File: src/rtl/pgpio_pkg.sv
package pgpio_pkg;

    localparam int BYTE_W = 8;
    localparam int ADDR_W = 4;

    localparam logic [ADDR_W-1:0] OFS_PEND  = 4'h6;
    localparam logic [ADDR_W-1:0] OFS_CTL   = 4'h7;
    localparam logic [ADDR_W-1:0] OFS_PAGED = 4'h8;

    typedef enum logic [1:0] {
        PG_NONE = 2'd0,
        PG_POL  = 2'd1,
        PG_ENAB = 2'd2,
        PG_ID   = 2'd3
    } page_e;

    typedef struct packed {
        page_e       page;
        logic [5:0]  lock;
    } ctl_s;

    // Per-line edge qualifier: polarity 1 -> rising, 0 -> falling.
    function automatic logic [BYTE_W-1:0] edge_hits(
        input logic [BYTE_W-1:0] cur,
        input logic [BYTE_W-1:0] prev,
        input logic [BYTE_W-1:0] pol
    );
        return (pol & cur & ~prev) | (~pol & ~cur & prev);
    endfunction

endpackage

File: src/rtl/pgpio_sync.sv
module pgpio_sync #(
    parameter int W = 48
) (
    input  logic         clk,
    input  logic         rst,
    input  logic [W-1:0] d,
    output logic [W-1:0] lvl,
    output logic [W-1:0] lvl_prev
);

    logic [W-1:0] meta_q;

    always_ff @(posedge clk) begin
        if (rst) begin
            meta_q   <= '0;
            lvl      <= '0;
            lvl_prev <= '0;
        end else begin
            meta_q   <= d;
            lvl      <= meta_q;
            lvl_prev <= lvl;
        end
    end

endmodule

File: src/rtl/pgpio_irq_bank.sv
module pgpio_irq_bank
    import pgpio_pkg::*;
(
    input  logic              clk,
    input  logic              rst,
    input  logic [BYTE_W-1:0] lvl,
    input  logic [BYTE_W-1:0] lvl_prev,
    input  logic              pol_we,
    input  logic              enab_we,
    input  logic              id_w1c,
    input  logic [BYTE_W-1:0] wdata,
    output logic [BYTE_W-1:0] pol_q,
    output logic [BYTE_W-1:0] enab_q,
    output logic [BYTE_W-1:0] id_q
);

    logic [BYTE_W-1:0] hit;
    logic [BYTE_W-1:0] enab_d;
    logic [BYTE_W-1:0] clr;
    logic [BYTE_W-1:0] id_d;

    always_comb begin
        hit    = edge_hits(lvl, lvl_prev, pol_q) & enab_q;
        enab_d = enab_we ? wdata : enab_q;
        clr    = id_w1c ? wdata : '0;
        id_d   = ((id_q & ~clr) | hit) & enab_d;
    end

    always_ff @(posedge clk) begin
        if (rst) begin
            pol_q  <= '0;
            enab_q <= '0;
            id_q   <= '0;
        end else begin
            if (pol_we) pol_q <= wdata;
            enab_q <= enab_d;
            id_q   <= id_d;
        end
    end

    // a bit whose enable just dropped holds no latched edge
    a_r8_disable_clears: assert property (@(posedge clk) disable iff (rst)
        ((id_q & $past(enab_q) & ~enab_q) == '0));

    // bits cleared by a one-write stay clear unless a new edge arrives
    a_r9_w1c_clears: assert property (@(posedge clk) disable iff (rst)
        id_w1c |=> ((id_q & $past(wdata) & ~$past(hit)) == '0));

    // a qualified edge latches when nothing else touches the bank
    a_r6_capture: assert property (@(posedge clk) disable iff (rst)
        (!enab_we && !id_w1c && (hit != '0)) |=> ((id_q & $past(hit)) == $past(hit)));

    // a masked line never appears in the latched bits
    a_r8_masked_quiet: assert property (@(posedge clk) disable iff (rst)
        ((id_q & ~enab_q) == '0));

endmodule

File: src/rtl/pgpio_ctrl.sv
module pgpio_ctrl
    import pgpio_pkg::*;
#(
    parameter int NUM_PORTS = 6,
    parameter int IRQ_PORTS = 3
) (
    input  logic                          clk,
    input  logic                          rst,
    input  logic [ADDR_W-1:0]             bus_addr,
    input  logic                          bus_wr,
    input  logic                          bus_rd,
    input  logic [BYTE_W-1:0]             bus_wdata,
    output logic [BYTE_W-1:0]             bus_rdata,
    input  logic [NUM_PORTS*BYTE_W-1:0]   pin_in,
    output logic [NUM_PORTS*BYTE_W-1:0]   pin_out,
    output logic                          irq
);

    localparam int LINES = NUM_PORTS * BYTE_W;

    ctl_s ctl_q;
    logic [LINES-1:0]     lvl, lvl_prev;
    logic [BYTE_W-1:0]    data_q [NUM_PORTS];
    logic [BYTE_W-1:0]    pol_v  [IRQ_PORTS];
    logic [BYTE_W-1:0]    enab_v [IRQ_PORTS];
    logic [BYTE_W-1:0]    id_v   [IRQ_PORTS];
    logic [IRQ_PORTS-1:0] pend;

    // control register: page select and per-port locks
    always_ff @(posedge clk) begin
        if (rst)                              ctl_q <= '0;
        else if (bus_wr && bus_addr == OFS_CTL) ctl_q <= ctl_s'(bus_wdata);
    end

    // port data registers
    for (genvar p = 0; p < NUM_PORTS; p++) begin : g_port
        always_ff @(posedge clk) begin
            if (rst)
                data_q[p] <= '0;
            else if (bus_wr && bus_addr == ADDR_W'(p) && !ctl_q.lock[p])
                data_q[p] <= bus_wdata;
        end
        assign pin_out[p*BYTE_W +: BYTE_W] = data_q[p];

        // a locked port keeps its byte across a write
        a_r4_lock_holds: assert property (@(posedge clk) disable iff (rst)
            (bus_wr && bus_addr == ADDR_W'(p) && ctl_q.lock[p])
                |=> (pin_out[p*BYTE_W +: BYTE_W] == $past(pin_out[p*BYTE_W +: BYTE_W])));
    end

    pgpio_sync #(.W(LINES)) u_sync (
        .clk      (clk),
        .rst      (rst),
        .d        (pin_in),
        .lvl      (lvl),
        .lvl_prev (lvl_prev)
    );

    // interrupt-capable ports
    for (genvar q = 0; q < IRQ_PORTS; q++) begin : g_bank
        logic sel;
        assign sel = bus_wr && (bus_addr == OFS_PAGED + ADDR_W'(q));

        pgpio_irq_bank u_bank (
            .clk      (clk),
            .rst      (rst),
            .lvl      (lvl[q*BYTE_W +: BYTE_W]),
            .lvl_prev (lvl_prev[q*BYTE_W +: BYTE_W]),
            .pol_we   (sel && ctl_q.page == PG_POL),
            .enab_we  (sel && ctl_q.page == PG_ENAB),
            .id_w1c   (sel && ctl_q.page == PG_ID),
            .wdata    (bus_wdata),
            .pol_q    (pol_v[q]),
            .enab_q   (enab_v[q]),
            .id_q     (id_v[q])
        );
        assign pend[q] = |id_v[q];
    end

    always_ff @(posedge clk) begin
        if (rst) irq <= 1'b0;
        else     irq <= |pend;
    end

    // read mux
    always_comb begin
        bus_rdata = '0;
        if (bus_rd) begin
            for (int p = 0; p < NUM_PORTS; p++)
                if (bus_addr == ADDR_W'(p)) bus_rdata = lvl[p*BYTE_W +: BYTE_W];
            if (bus_addr == OFS_PEND) bus_rdata[IRQ_PORTS-1:0] = pend;
            if (bus_addr == OFS_CTL)  bus_rdata = ctl_q;
            for (int q = 0; q < IRQ_PORTS; q++) begin
                if (bus_addr == OFS_PAGED + ADDR_W'(q)) begin
                    case (ctl_q.page)
                        PG_POL:  bus_rdata = pol_v[q];
                        PG_ENAB: bus_rdata = enab_v[q];
                        PG_ID:   bus_rdata = id_v[q];
                        default: bus_rdata = '0;
                    endcase
                end
            end
        end
    end

    // request is the OR of latched bits, one register late
    a_r11_irq_follows: assert property (@(posedge clk) disable iff (rst)
        irq == $past(|pend));

    // page 0 hides the paged banks
    a_r5_page0_quiet: assert property (@(posedge clk) disable iff (rst)
        (bus_rd && ctl_q.page == PG_NONE && bus_addr >= OFS_PAGED
            && bus_addr < OFS_PAGED + ADDR_W'(IRQ_PORTS)) |-> (bus_rdata == '0));

    // reads are silent without the strobe
    a_r2_rd_gated: assert property (@(posedge clk) disable iff (rst)
        !bus_rd |-> (bus_rdata == '0));

endmodule

File: config.mk
export PLATFORM = sky130hd
export DESIGN_NAME = pgpio_ctrl
export DESIGN_NICKNAME = d
export VERILOG_FILES = /design/src/rtl/pgpio_pkg.sv /design/src/rtl/pgpio_sync.sv /design/src/rtl/pgpio_irq_bank.sv /design/src/rtl/pgpio_ctrl.sv
export SDC_FILE = /design/constraint.sdc
export NUM_CORES = 1
export LEC_CHECK = 0
export BUFFER_PORTS_ARGS = -buffer_cell sky130_fd_sc_hd__buf_2
export CORE_AREA = 2 2 151 153
export DETAILED_ROUTE_END_ITERATION = 8
export DIE_AREA = 0 0 153 155
export PLACE_DENSITY = 0.68
export SKIP_LAST_GASP = 1
export SLEW_MARGIN = 25
export SYNTH_ARGS = -nofsm -noshare
export SYNTH_HDL_FRONTEND = slang
export SYNTH_HIERARCHICAL = 1
export SYNTH_SLANG_ARGS = --single-unit
File: constraint.sdc
create_clock -name clk -period 4.3 [get_ports clk]
set_input_delay 0.215 -clock clk [delete_from_list [all_inputs] [get_ports clk]]
set_output_delay 0.215 -clock clk [all_outputs]
set_load 0.01 [all_outputs]
==> results by group <==
Status
  – Outcome: finished clean

Critical path
  – CP Buf/Inv Count: 2
  – CP Data Arrival Time: 2.77 ns
  – Top delay family on crit path: compound AO/OA/AOI/OAI gates
  – Setup CP Type: reg2out
  – Worst-path cell chain: buf_4 > nor2_1 > a2111oi_0 > o311a_1 > buf_2
  – CP startpoint kind: register
  – Crit-path max FO: 23
  – Max stage delay on crit path: 0.72 ns
  – Crit-path slowest cell: dfxtp_1
  – CP Capture Type: primary output
  – WP data required: 4.09 ns

Pwr
  – Combinational fraction of design power: 6.3%
  – Flop pwr share: 50.3%
  – Pwr dens: 405 nW/um^2
  – Clock share of power: 43.4%
  – Maximum vdd drop: 0.000393 V
  – Psw: 1.10 mW
  – Leakage power: 4.48 nW
  – Internal Power: 3.85 mW
  – Switching portion of total power: 22.2%

STA
  – Worst clock skew: 0.0117 ns
  – Hold WS: 0.191 ns
  – Final max-slew violation count: 0
  – Final period utilization: 69.5%
  – Unrepaired setup endpoints after global routing: false
  – # setup viols final: 0
  – Final min period: 2.99 ns
  – TNS Setup: 0 ns
  – Headroom to the max-slew limit: 31.2%
  – Max Clk Rate: 335 MHz
  – Final Hold Viols: 0
  – Tightest Pin Transition: 1.03 ns
  – Final worst slack: 1.31 ns

Detailed routing
  – Via count: 7358
  – Routed len/inst: 18.3 microns
  – Drt pass-1 iters: 5
  – WL final: 24800 microns
  – DRC Markers: 0
  – Starting DRT DRC Count: 520
  – Final ANT Viol Nets: 0
  – Vias/cell: 5.45

Final layout
  – Filler-free cell count of the finished design: 1351
  – Post-route cell area: 12200 sq um
  – Nets: 1111
  – Fill cells: 1920
  – Layout cell share with drive strength beyond 1: 25.5%
  – Ant. Diodes: 0
  – Area grow syn2layout: 19.3%

Clocking
  – Worst skew pair latency: 0.54 ns
  – H-tree Lvls: 1
  – Num CTS Buffers: 26
  – Clock sinks: 249
  – CTS tree: done
  – Root Driver: clkbuf_16
  – Clk pin slew, worst setup/hold paths: 0.06 ns
  – Clock Tree Buf Depth: 3

GRT
  – Total track usage: 20.3%
  – GRT Residual Overflow: 0
  – Largest net degree at the start of global routing: 126
  – Vias in the first global route: 6929
  – Initial antenna violation count: 0
  – First-pass GRT wire length: 38300 microns

Place
  – Pre-CTS WS: 1.35 ns
  – Placed Area: 10900 sq um
  – I/O Buffers: 120
  – Final GP Congestion: 0.973
  – Detail Placement HPWL: 16300 microns
  – Placed insts: 1256

Floorplanning
  – Die area: 23700 sq um
  – Row count: 55
  – Core area: 22200 sq um
  – Die Y: 155 microns
  – Initial Util: 46.1%
  – Die Wd: 153 microns
  – # IOs: 121

Synthesis
  – YS warnings: 6
  – Synthesized cell area: 10200 sq um
  – Post-synth net total: 965
  – Avg Inst Size Synth: 11.4 sq um
  – Syn Inst Count: 901

Min path
  – Hold Crit Class: in2reg

Flow run
  – Max Cap Viol: 0
path summary, 6_finish.rpt:
check                    start                        end  slack, ns  cells past startpoint
max                   ctl_q[6]               bus_rdata[1]       1.31                      5
min               bus_wdata[3]  g_bank[1].u_bank/pol_q[3]       0.19                      3
max reg2reg           ctl_q[6]   g_bank[1].u_bank/id_q[3]       1.75                      6
min reg2reg  u_sync/meta_q[11]             u_sync/lvl[11]       0.43                      1
layout make-up:
cell class / count / area, sq um / share of cell area [%]
Multi-Input combinational cell: 593 / 4410 / 36.1
Tap cell: 285 / 357 / 2.92
Inverter: 3 / 11.3 / 0.0922
Sequential cell: 249 / 5470 / 44.7
Clock inverter: 12 / 101 / 0.830
Timing Repair Buffer: 174 / 1130 / 9.27
Clock buffer: 35 / 734 / 6.01
layer usage:
layer | vias up | wire length, microns | track usage (%)
met1 | 3518 | 11200 | 28.6
met4 | 0 | 596 | 5.47
met2 | 275 | 11200 | 32.3
met3 | 41 | 1760 | 3.57
li1 | 3524 | - | -
met5 | - | 0 | 0
worst min-delay path: stages:
cell and delay (ns):
buf_2 0.23, mux2i_1 0.18, nor2_1 0.05
flip-flops by register name (all words and copies together) (netlist names):
| name | cells |
|---|---|
| data_q | 48 |
| u_sync/lvl | 48 |
| u_sync/meta_q | 48 |
| g_bank.u_bank/enab_q | 24 |
| g_bank.u_bank/id_q | 24 |
| g_bank.u_bank/pol_q | 24 |
| u_sync/lvl_prev | 24 |
| ctl_q | 8 |
| irq | 1 |
stage by stage:
step                      utilization (%)  total power, mW
after detailed placement             49.0             2.82
after floorplan                         -             2.69
after global routing                 55.0             5.11
after global placement               49.0             2.81
after CTS                            54.9             4.99
final                                55.0             4.95
power groups by stage:
stage | clock network [mW] | logic [mW] | registers [mW]
floorplan | 0 | 0.155 | 2.54
CTS | 2.19 | 0.311 | 2.49
global route | 2.28 | 0.337 | 2.49
finish | 2.15 | 0.313 | 2.49
detailed placement | 0 | 0.278 | 2.54
global placement | 0 | 0.274 | 2.54
what timing repair did:
item / in CTS / in global routing
hold buffers: 48 / 0
resized for setup: 0 / 0
buffers inserted: 0 / 0
endpoints found under the hold margin: 48 / 0
cell usage in the layout (no fill, tap or decap), drive strengths merged, types with 25 or more instances in the layout:
master / instances
dfxtp: 201
dlygate4sd3: 48
and2: 50
buf: 126
nand4b: 25
nor2: 85
nor2b: 124
clkbuf: 35
mux2i: 70
edfxtp: 48
Power figures use the tool's default switching activity.
